## config.mk

```make
export PLATFORM = sky130hd
export DESIGN_NAME = cluster_cfg_regs
export DESIGN_NICKNAME = d
export VERILOG_FILES = /design/src/rtl/cluster_cfg_pkg.sv /design/src/rtl/periph_win_reg.sv /design/src/rtl/core_set.sv /design/src/rtl/cluster_cfg_regs.sv
export SDC_FILE = /design/constraint.sdc
export NUM_CORES = 1
export LEC_CHECK = 0
export ABC_AREA = 1
export BUFFER_PORTS_ARGS = -buffer_cell sky130_fd_sc_hd__buf_2
export CAP_MARGIN = 20
export CORE_AREA = 2 2 260 262
export DETAILED_ROUTE_END_ITERATION = 7
export DIE_AREA = 0 0 262 264
export PLACE_DENSITY = 0.47
export SETUP_SLACK_MARGIN = 0.05
export SLEW_MARGIN = 20
export SYNTH_ARGS = -nofsm -noshare
export SYNTH_HDL_FRONTEND = slang
export SYNTH_SLANG_ARGS = --single-unit
```

## constraint.sdc

```tcl
create_clock -name clk_i -period 1.9 [get_ports clk_i]
set_input_delay 0 -clock clk_i [delete_from_list [all_inputs] [get_ports clk_i]]
set_output_delay 0 -clock clk_i [all_outputs]
set_load 0.01 [all_outputs]
```

## src/rtl/cluster_cfg_pkg.sv

```systemverilog
package cluster_cfg_pkg;
  localparam int AW = 16;
  localparam int DW = 64;

  localparam logic [AW-1:0] OFS_GCFG    = 16'h0000;
  localparam logic [AW-1:0] OFS_GBASE   = 16'h0008;
  localparam logic [AW-1:0] OFS_REV     = 16'h0030;
  localparam logic [AW-1:0] OFS_INTC    = 16'h0080;
  localparam logic [AW-1:0] OFS_PWR     = 16'h0088;
  localparam logic [AW-1:0] OFS_INTC_ST = 16'h00D0;
  localparam logic [AW-1:0] OFS_PWR_ST  = 16'h00F0;
  localparam logic [AW-1:0] OFS_L2CFG   = 16'h0130;

  // per-core window select in addr[15:13]
  localparam logic [2:0] WIN_LOCAL = 3'b001;
  localparam logic [2:0] WIN_OTHER = 3'b010;

  localparam logic [12:0] CL_CFG   = 13'h0010;
  localparam logic [12:0] CL_OTHER = 13'h0018;
  localparam logic [12:0] CL_RBASE = 13'h0020;

  localparam logic [DW-1:0] BASE_ADDR_MSK = 64'h0000_FFFF_FFFF_8000;
  localparam logic [DW-1:0] EN_MSK        = 64'h0000_0000_0000_0001;
  localparam logic [DW-1:0] RBASE_MSK     = 64'h0000_0000_FFFF_F000;
  localparam logic [DW-1:0] RBASE_RST     = 64'h0000_0000_BFC0_0000;
  localparam logic [DW-1:0] L2_BYPASS     = 64'h0000_0000_0010_0000;

  typedef enum logic [1:0] {WIN_NONE, WIN_LCL, WIN_OTH} win_e;

  function automatic logic [DW-1:0] sext32(input logic [DW-1:0] v);
    return {{32{v[31]}}, v[31:0]};
  endfunction
endpackage

```

## src/rtl/periph_win_reg.sv

```systemverilog
module periph_win_reg
  import cluster_cfg_pkg::*;
(
  input  logic          clk_i,
  input  logic          rst_ni,
  input  logic          wr_i,
  input  logic          present_i,
  input  logic [DW-1:0] wdata_i,
  output logic [DW-1:0] q_o,
  output logic [DW-1:0] base_o,
  output logic          en_o
);
  logic [DW-1:0] q;

  // address and enable land in one register: no partial state
  always_ff @(posedge clk_i or negedge rst_ni) begin
    if (!rst_ni)                q <= '0;
    else if (wr_i && present_i) q <= wdata_i & (BASE_ADDR_MSK | EN_MSK);
  end

  assign q_o    = q;
  assign base_o = q & BASE_ADDR_MSK;
  assign en_o   = q[0];


  periph_gated_chk: assert property (@(posedge clk_i) disable iff (!rst_ni)
    (wr_i && !present_i) |=> ($stable(base_o) && $stable(en_o)));

  periph_load_chk: assert property (@(posedge clk_i) disable iff (!rst_ni)
    (wr_i && present_i) |=> (base_o == ($past(wdata_i) & BASE_ADDR_MSK)
                             && en_o == $past(wdata_i[0])));
endmodule

```

## src/rtl/core_set.sv

```systemverilog
module core_set
  import cluster_cfg_pkg::*;
#(
  parameter int NUM_CORES = 4
) (
  input  logic          clk_i,
  input  logic          rst_ni,
  input  logic          wr_rb_i,
  input  logic          wr_oth_i,
  input  logic [DW-1:0] wdata_i,
  output logic [DW-1:0] rb_o,
  output logic [2:0]    oth_o,
  output logic [DW-1:0] exc_base_o
);
  localparam logic [3:0] NC = 4'(NUM_CORES);

  logic [DW-1:0] rb_q;
  logic [2:0]    oth_q;
  logic          oth_ok;

  assign oth_ok = {1'b0, wdata_i[2:0]} < NC;

  always_ff @(posedge clk_i or negedge rst_ni) begin
    if (!rst_ni) begin
      rb_q  <= RBASE_RST & RBASE_MSK;
      oth_q <= '0;
    end else begin
      if (wr_rb_i)            rb_q  <= wdata_i & RBASE_MSK;
      if (wr_oth_i && oth_ok) oth_q <= wdata_i[2:0];
    end
  end

  assign rb_o       = rb_q;
  assign oth_o      = oth_q;
  assign exc_base_o = sext32(rb_q);


  oth_reject_chk: assert property (@(posedge clk_i) disable iff (!rst_ni)
    (wr_oth_i && ({1'b0, wdata_i[2:0]} >= NC)) |=> $stable(oth_o));

  exc_follow_chk: assert property (@(posedge clk_i) disable iff (!rst_ni)
    wr_rb_i |=> (exc_base_o[31:0] == ($past(wdata_i[31:0]) & 32'hFFFF_F000)));
endmodule

```

## src/rtl/cluster_cfg_regs.sv

```systemverilog
module cluster_cfg_regs
  import cluster_cfg_pkg::*;
#(
  parameter int              NUM_CORES = 4,
  parameter logic [DW-1:0]   REVISION  = 64'h800,
  parameter logic [DW-1:0]   GBASE_RST = 64'h0000_0000_1FBF_8000
) (
  input  logic                    clk_i,
  input  logic                    rst_ni,
  input  logic                    req_i,
  input  logic                    we_i,
  input  logic [AW-1:0]           addr_i,
  input  logic [DW-1:0]           wdata_i,
  input  logic [2:0]              core_id_i,
  output logic [DW-1:0]           rdata_o,
  output logic                    rvalid_o,
  input  logic                    intc_present_i,
  input  logic                    pwr_present_i,
  output logic [DW-1:0]           intc_base_o,
  output logic                    intc_en_o,
  output logic [DW-1:0]           pwr_base_o,
  output logic                    pwr_en_o,
  output logic [DW-1:0]           gcr_base_o,
  output logic [DW-1:0]           cp0_base_o,
  output logic [NUM_CORES*DW-1:0] exc_base_o
);
  localparam logic [3:0]    NC      = 4'(NUM_CORES);
  localparam logic [DW-1:0] CL_CFGV = DW'(NUM_CORES - 1);

  logic          wr, rd, id_ok;
  win_e          win;
  logic [12:0]   cl_ofs;
  logic [2:0]    tgt;
  logic [DW-1:0] rb_all  [8];
  logic [2:0]    oth_all [8];
  logic [DW-1:0] intc_q, pwr_q, gbase_q, rdata_d;

  assign wr     = req_i && we_i;
  assign rd     = req_i && !we_i;
  assign id_ok  = {1'b0, core_id_i} < NC;
  assign cl_ofs = addr_i[12:0];

  always_comb begin
    win = WIN_NONE;
    if (id_ok && addr_i[15:13] == WIN_LOCAL) win = WIN_LCL;
    if (id_ok && addr_i[15:13] == WIN_OTHER) win = WIN_OTH;
  end

  assign tgt = (win == WIN_OTH) ? oth_all[core_id_i] : core_id_i;

  // per-core sets, padded to 8 so a 3-bit index never leaves the array
  for (genvar k = 0; k < 8; k++) begin : g_core
    if (k < NUM_CORES) begin : g_on
      logic wr_rb, wr_oth;
      assign wr_rb  = wr && win != WIN_NONE && cl_ofs == CL_RBASE && tgt == 3'(k);
      assign wr_oth = wr && win != WIN_NONE && cl_ofs == CL_OTHER && tgt == 3'(k);
      core_set #(.NUM_CORES(NUM_CORES)) u_core (
        .clk_i      (clk_i),
        .rst_ni     (rst_ni),
        .wr_rb_i    (wr_rb),
        .wr_oth_i   (wr_oth),
        .wdata_i    (wdata_i),
        .rb_o       (rb_all[k]),
        .oth_o      (oth_all[k]),
        .exc_base_o (exc_base_o[k*DW +: DW])
      );
    end else begin : g_off
      assign rb_all[k]  = '0;
      assign oth_all[k] = '0;
    end
  end

  periph_win_reg u_intc (
    .clk_i     (clk_i),
    .rst_ni    (rst_ni),
    .wr_i      (wr && addr_i == OFS_INTC),
    .present_i (intc_present_i),
    .wdata_i   (wdata_i),
    .q_o       (intc_q),
    .base_o    (intc_base_o),
    .en_o      (intc_en_o)
  );

  periph_win_reg u_pwr (
    .clk_i     (clk_i),
    .rst_ni    (rst_ni),
    .wr_i      (wr && addr_i == OFS_PWR),
    .present_i (pwr_present_i),
    .wdata_i   (wdata_i),
    .q_o       (pwr_q),
    .base_o    (pwr_base_o),
    .en_o      (pwr_en_o)
  );

  always_ff @(posedge clk_i or negedge rst_ni) begin
    if (!rst_ni)                       gbase_q <= GBASE_RST & BASE_ADDR_MSK;
    else if (wr && addr_i == OFS_GBASE) gbase_q <= wdata_i & BASE_ADDR_MSK;
  end

  assign gcr_base_o = gbase_q;
  assign cp0_base_o = gbase_q >> 4;

  always_comb begin
    rdata_d = '0;
    if (win != WIN_NONE) begin
      case (cl_ofs)
        CL_CFG:   rdata_d = CL_CFGV;
        CL_OTHER: rdata_d = DW'(oth_all[tgt]);
        CL_RBASE: rdata_d = rb_all[tgt];
        default:  rdata_d = '0;
      endcase
    end else begin
      case (addr_i)
        OFS_GCFG:    rdata_d = '0;
        OFS_GBASE:   rdata_d = gbase_q;
        OFS_REV:     rdata_d = REVISION;
        OFS_INTC:    rdata_d = intc_q;
        OFS_PWR:     rdata_d = pwr_q;
        OFS_INTC_ST: rdata_d = DW'(intc_present_i);
        OFS_PWR_ST:  rdata_d = DW'(pwr_present_i);
        OFS_L2CFG:   rdata_d = L2_BYPASS;
        default:     rdata_d = '0;
      endcase
    end
  end

  always_ff @(posedge clk_i or negedge rst_ni) begin
    if (!rst_ni) begin
      rdata_o  <= '0;
      rvalid_o <= 1'b0;
    end else begin
      rvalid_o <= rd;
      if (rd) rdata_o <= rdata_d;
    end
  end


  rvalid_lat_chk: assert property (@(posedge clk_i) disable iff (!rst_ni)
    rd |=> rvalid_o);

  gcfg_zero_chk: assert property (@(posedge clk_i) disable iff (!rst_ni)
    (rd && addr_i == OFS_GCFG) |=> (rdata_o == '0));

  gbase_keep_chk: assert property (@(posedge clk_i) disable iff (!rst_ni)
    !(wr && addr_i == OFS_GBASE) |=> $stable(gcr_base_o));

  bad_id_chk: assert property (@(posedge clk_i) disable iff (!rst_ni)
    (rd && !id_ok && addr_i[15:13] == WIN_LOCAL) |=> (rdata_o == '0));
endmodule

```

Word level (Yosys, flattened, before mapping)
Cells that the tools add are included.
{ "word_totals": {"register_bits": 258, "in_bits": 89, "output_inout_bits": 579, "word_cells": 77} }
{ "classes": {"bitwise": 2, "n_reduce_logical": 27, "n_lt_le_gt_ge": 4, "mux": 15, "n_eq_ne": 16} }
{ "op_table": {"columns": ["op", "count"], "rows": [
  ["48-bit one-hot mux with 7 select lines", 1],
  ["64-bit binary-select mux with 3-bit select", 1],
  ["64-bit 2-to-1 mux", 3],
  ["64-bit one-hot mux with 3 select lines", 1],
  ["16-bit by 8-bit equality test with 1-bit output (second input constant)", 4],
  ["13-bit by 5-bit equality test with 1-bit output (second input constant)", 2],
  ["1-bit logical AND", 24],
  ["3-bit binary-select mux with 3-bit select", 2],
  ["16-bit by 4-bit equality test with 1-bit output (second input constant)", 1],
  ["16-bit by 6-bit equality test with 1-bit output (second input constant)", 1],
  ["16-bit by 9-bit equality test with 1-bit output (second input constant)", 1],
  ["3-bit 2-to-1 mux", 5],
  ["13-bit by 6-bit equality test with 1-bit output (second input constant)", 1],
  ["3-bit by 2-bit equality test with 1-bit output (second input constant)", 3],
  ["4-bit >= comparator (second input constant)", 2],
  ["3-bit inverter with 4-bit output", 2],
  ["3-bit by 1-bit equality test with 1-bit output (second input constant)", 2],
  ["3-bit < comparator (second input constant)", 2],
  ["3-bit zero test", 1],
  ["2-bit equality test (second input constant)", 1],
  ["2-bit 2-to-1 mux", 1],
  ["2-bit nonzero test", 1],
  ["1-bit zero test", 1],
  ["1-bit 2-to-1 mux", 1]
]} }

Logic depth before layout (Yosys ltp)
{ "depth": {"ltp_word": 12, "depth_mapped": 14, "ltp_nobuf": 13} }

By module
Synthesis repeated with hierarchy kept, for this count alone.
{ "unflattened": {"hier_cells": 2832, "hier_area_um2": 20091.8} }
{ "modules_own_cells": {"columns": ["mod", "seq_area_each_um2", "cells_each", "instances", "area_per_inst_um2"], "rows": [
  ["cluster_cfg_regs", 2468.6, 1524, 1, 8966.1],
  ["core_set", 586.8, 205, 4, 1711.6],
  ["periph_win_reg", 850.8, 244, 2, 2139.6]
]} }

Least setup slack after synthesis
OpenSTA, ideal clock, no wires.
{ "synth_timing": {"kind": "reg2reg", "start": "reg g_core[1].g_on.u_core.oth_q[2]", "end": "reg g_core[3].g_on.u_core.rb_q[21]", "n_path_buf": 1, "t_arrival_ns": 1.568, "stages_incl_launch_ff": 10, "synth_period_minus_slack_ns": 1.686, "t_required_ns": 1.782, "path_slack_ns": 0.214, "setup_time_ns": 0.118, "path_cell_list": "dfrtp_1 > a21oi_1 > o21ai_0 > nand3_1 > nand2_1 > nor3_4 > nand2_2 > buf_2 > nand2_1 > o21ai_2"} }
{ "synth_between": {"elab_chain_cells": 6} }
{ "synth_lines": {"columns": ["element", "line", "rtl"], "rows": [
  ["start: declaration", "core_set.sv:18", "logic [2:0] oth_q;"],
  ["start signal: assignment", "core_set.sv:29", "if (wr_oth_i && oth_ok) oth_q <= wdata_i[2:0];"],
  ["3-bit binary-select mux with 3-bit select", "cluster_cfg_regs.sv:49", "assign tgt = (win == WIN_OTH) ? oth_all[core_id_i] : core_id_i;"],
  ["3-bit 2-to-1 mux (not written as such) (2 in a row)", "cluster_cfg_regs.sv:49", null],
  ["3-bit 2-to-1 mux", "cluster_cfg_regs.sv:49", null],
  ["3-bit by 2-bit equality test with 1-bit output", "cluster_cfg_regs.sv:55", "assign wr_rb = wr && win != WIN_NONE && cl_ofs == CL_RBASE && tgt == 3'(k);"],
  ["1-bit logical AND", "cluster_cfg_regs.sv:55", null],
  ["end signal: assignment", "core_set.sv:25", "rb_q <= RBASE_RST & RBASE_MSK;"],
  ["end signal: assignment", "core_set.sv:28", "if (wr_rb_i) rb_q <= wdata_i & RBASE_MSK;"],
  ["end: declaration", "core_set.sv:17", "logic [DW-1:0] rb_q;"]
]} }
No other way between the ends. The select of a mux whose other input is x is not followed.
A chain may end at the register's enable or synchronous reset.

Worst setup path after layout
{ "layout_timing": {"start": "in addr_i[4]", "end": "reg u_intc.q[41], in the netlist u_intc.q_o[41]"} }
{ "layout_between": {"elab_chain_cells": 3} }
{ "layout_lines": {"columns": ["element", "line", "rtl"], "rows": [
  ["start: declaration", "cluster_cfg_regs.sv:12", "input logic [AW-1:0] addr_i,"],
  ["16-bit by 8-bit equality test with 1-bit output", "cluster_cfg_regs.sv:76", ".wr_i (wr && addr_i == OFS_INTC),"],
  ["1-bit logical AND", "cluster_cfg_regs.sv:76", null],
  ["1-bit logical AND", "periph_win_reg.sv:18", "else if (wr_i && present_i) q <= wdata_i & (BASE_ADDR_MSK | EN_MSK);"],
  ["end signal: assignment", "periph_win_reg.sv:18", null],
  ["end: declaration", "periph_win_reg.sv:13", "logic [DW-1:0] q;"]
]} }
No other way between the ends.

==> flow_summary_export.csv <==
group,metric,value,unit
clock_network,cts.sinks,234,
worst_hold_path,hold_path_class,"in -> async",
layout,final_cell_mix,"nand2_1 (656), buf_2 (445), nand3_1 (199)",
floorplanning,io_pins,668,
route,drt_iter0_drc,689,
clock_network,clk_pin_slew,60,ps
yosys,muxShareOfSynthArea,0,%
yosys,syn_area,13720,um2
clock_network,clock_path_buffers,3,
global_route,track_usage,14.01,%
floorplanning,die_area,69170,um2
floorplanning,rows,95,
yosys,yosys.area_share.simple,27.87,%
yosys,synth_top_family_by_area,"simple AND/OR/NAND/NOR gates",
placement,hpwlAfterDp,39240,um
layout,finalNonFillerCells,3049,
layout,drive_gt1_share,30.77,%
placement,gp_congestion,0.8182,
yosys,synth_xor_xnor_area_share,0,%
clock_network,h-tree-depth,1,
yosys,synth.avg_cell_area,7.688,um2
floorplanning,die_w,262,um
worst_setup_path,setup.worst_path.class,"in -> reg",
route,dr.pass1.iters,5,
yosys,yosysWarnings,0,
pwr,leakagePower,9.907,nW
worst_setup_path,end_kind,"flop",
placement,port_buffers,446,
status,violations,"negative hold slack",
worst_setup_path,path_max_fanout,6,
layout,area_delta_synth_final,25.96,%
yosys,synth_compound_area_share,4.981,%
worst_setup_path,max_stage_delay,560,ps
clock_network,clock_latency,560,ps
yosys,synth_cell_type_count,27,
placement,place_inst,2936,
sta,period_needed,1733,ps
worst_setup_path,slowest_stage,"dlygate4sd3_1",
route,vias,11904,
yosys,synth_area_leaders,"dfrtp_1 (34%), buf_4 (20%), nand2_1 (18%), dfstp_2 (9.4%), nand3_1 (7.4%)",
layout,regArea,5917,um2
floorplanning,die_h,264,um
route,drc,0,
route,wirelength,51320,um
worst_setup_path,worst-endpoint-required,2340,ps
sta,worst_slew_pin_slew,897.1,ps
clock_network,cts_tree,"done",
clock_network,root_buffer,"clkbuf_16",
yosys,synthAdderAreaFrac,0,%
global_route,grt_first_pass_wirelength,73240,um
sta,final.setup_skew,9.890,ps
layout,fillers,7326,
clock_network,cts_buffers,29,
pwr,power_density,675.6,nW/um2
sta,setup_tns,0,ps
run,cap_violations,0,
worst_setup_path,crit_chain,"dlygate4sd3_1 -> buf_2 -> nor2_4 -> nand3_2 -> inv_2 -> nand3_1 -> inv_2 -> nand3_4 -> buf_12 -> nand2_1 -> o21ai_1 -> dlygate4sd3_1",
yosys,ys_seq_area_share,43.14,%
worst_setup_path,crit-reg2reg-launch,"g_core[1].g_on.u_core.oth_o[0]",
yosys,synth_top_area_share,33.75,%
route,routedWlPerCell,16.83,um
yosys,synthCells,1784,
global_route,overflow,0,
worst_setup_path,cp.arrival,2170,ps
sta,setup_viol,0,
worst_setup_path,crit_start,"addr_i[4]",
global_route,antenna_found_initial,4,
layout,multi_input_area,5334,um2
status,status,"finished, violations left",
layout,nNetsFinal,2241,
pwr,peakVddDrop,0.0005964,V
floorplanning,core,66560,um2
global_route,grt_pass1_vias,10772,
route,vias_per_cell,3.904,
sta,fin_crit_sh,91.22,%
yosys,synth_top_area_cell,"dfrtp_1",
floorplanning,initial_core_util,20.61,%
route,drtAntennaViolNets,0,
yosys,ys_ff_latch,234,
global_route,grt_max_degree,69,
sta,fmax,577.0,MHz
worst_setup_path,crit_path_start_kind,"input pin",
layout,final_common_cell,"nand2_1",
sta,rsz0062_at_grt,"no",
sta,hold-worst-slack,-5.828,ps
sta,slew_headroom,40.05,%
sta,drv_slew,0,
sta,finalHoldViolations,2,
## metrics by stage
step | hold slack [ps] | setup WS (ps) | power (W) | instance area [um2] | utilization (%)
2_1_floorplan | -295.6 | 214.1 | 0.005744 | 14450 | -
3_3_place_gp | 17.24 | 41.16 | 0.005859 | 15620 | 23.46
3_5_place_dp | 10.13 | 56.96 | 0.005856 | 15620 | 23.46
4_1_cts | 3.368 | 52.52 | 0.01184 | 17080 | 25.66
5_1_grt | 34.51 | 34.63 | 0.01215 | 17280 | 25.95
6_report | -5.828 | 166.9 | 0.01167 | 17280 | 25.95
## layout make-up
cell class / count / area share, %
antenna: 2 / 0.02897
clock buffer: 48 / 4.961
clock inverter: 5 / 0.7387
inverter: 68 / 1.492
multi-input combinational: 1239 / 30.87
sequential: 234 / 34.25
tap: 873 / 6.322
timing repair buffer: 580 / 21.34
## logic make-up (layout without fill, tap and decap cells)
family,Yosys count,after routing
other,1,198
and+or+nand+nor,915,915
AOI/OAI and AO/OA,128,128
DFF,234,234
buffers and inverters,506,701
## power breakdown
part	internal (W)	leakage, nW	switching (W)
clock network	0.00358	0.473	0.00221
registers	0.00499	3.08	0.00000113
logic	0.000231	6.36	0.000655
total	0.00881	9.91	0.00287
## cell usage after synthesis
master	n
buf_4	360
nand4_1	7
a32o_1	1
inv_2	9
a21oi_1	6
nand3_1	204
nor2_4	1
nor4_1	1
nor2_1	24
nand3_4	1
nand2_1	659
conb_1	1
dfrtp_1	185
dfstp_2	49
nor2_2	3
o21ai_1	26
nor3_4	3
clkbuf_1	41
nor3_2	3
o21ai_0	85
buf_1	6
nand2_4	2
nor3_1	4
inv_1	59
buf_2	31
o21ai_2	10
nand2_2	3
## state kept, by name (all words and copies together) (netlist names)
register,count
u_intc.q_o,34
rdata_o,40
u_pwr.q_o,34
rvalid_o,1
g_core.g_on.u_core.oth_o,12
g_core.g_on.u_core.rb_o,80
gcr_base_o,33
## critical path, delay by kind of cell
kind | cells | cell delay (ps)
AOI/OAI and AO/OA | 1 | 60
buffers and inverters | 6 | 1650
and+or+nand+nor | 5 | 470
## path summary, 6_finish.rpt
path,cells after the start,slack [ps],to
hold reg to reg,2,470,g_core[0].g_on.u_core.rb_o[31]
min in group clk_i,7,70,rdata_o[20]
setup reg to reg,13,180,rdata_o[30]
setup / recovery,12,170,u_intc.q_o[41]
max in group asynchronous,3,1140,g_core[1].g_on.u_core.rb_o[23]
hold / removal,2,-6,gcr_base_o[29]
## layer usage
metal | vias up | global-route usage [%] | share of wire [%]
li1 | 5836 | - | -
met4 | 2 | 2.626 | 1.3
met1 | 5524 | 19.85 | 46
met2 | 500 | 22.18 | 47
met5 | - | 0 | 0.035
met3 | 42 | 2.687 | 6.4
## timing repair
| item | CTS | global route |
|---|---|---|
| resized for setup | 1 | 19 |
| hold buffers | 47 | 0 |
| endpoints found under the hold margin | 375 | 0 |
| buffers inserted | 0 | 9 |
| pin swaps | 0 | 7 |
| gates cloned | 0 | 2 |
| setup endpoints to repair | 7 | 79 |
Power figures use the tool's default switching activity.
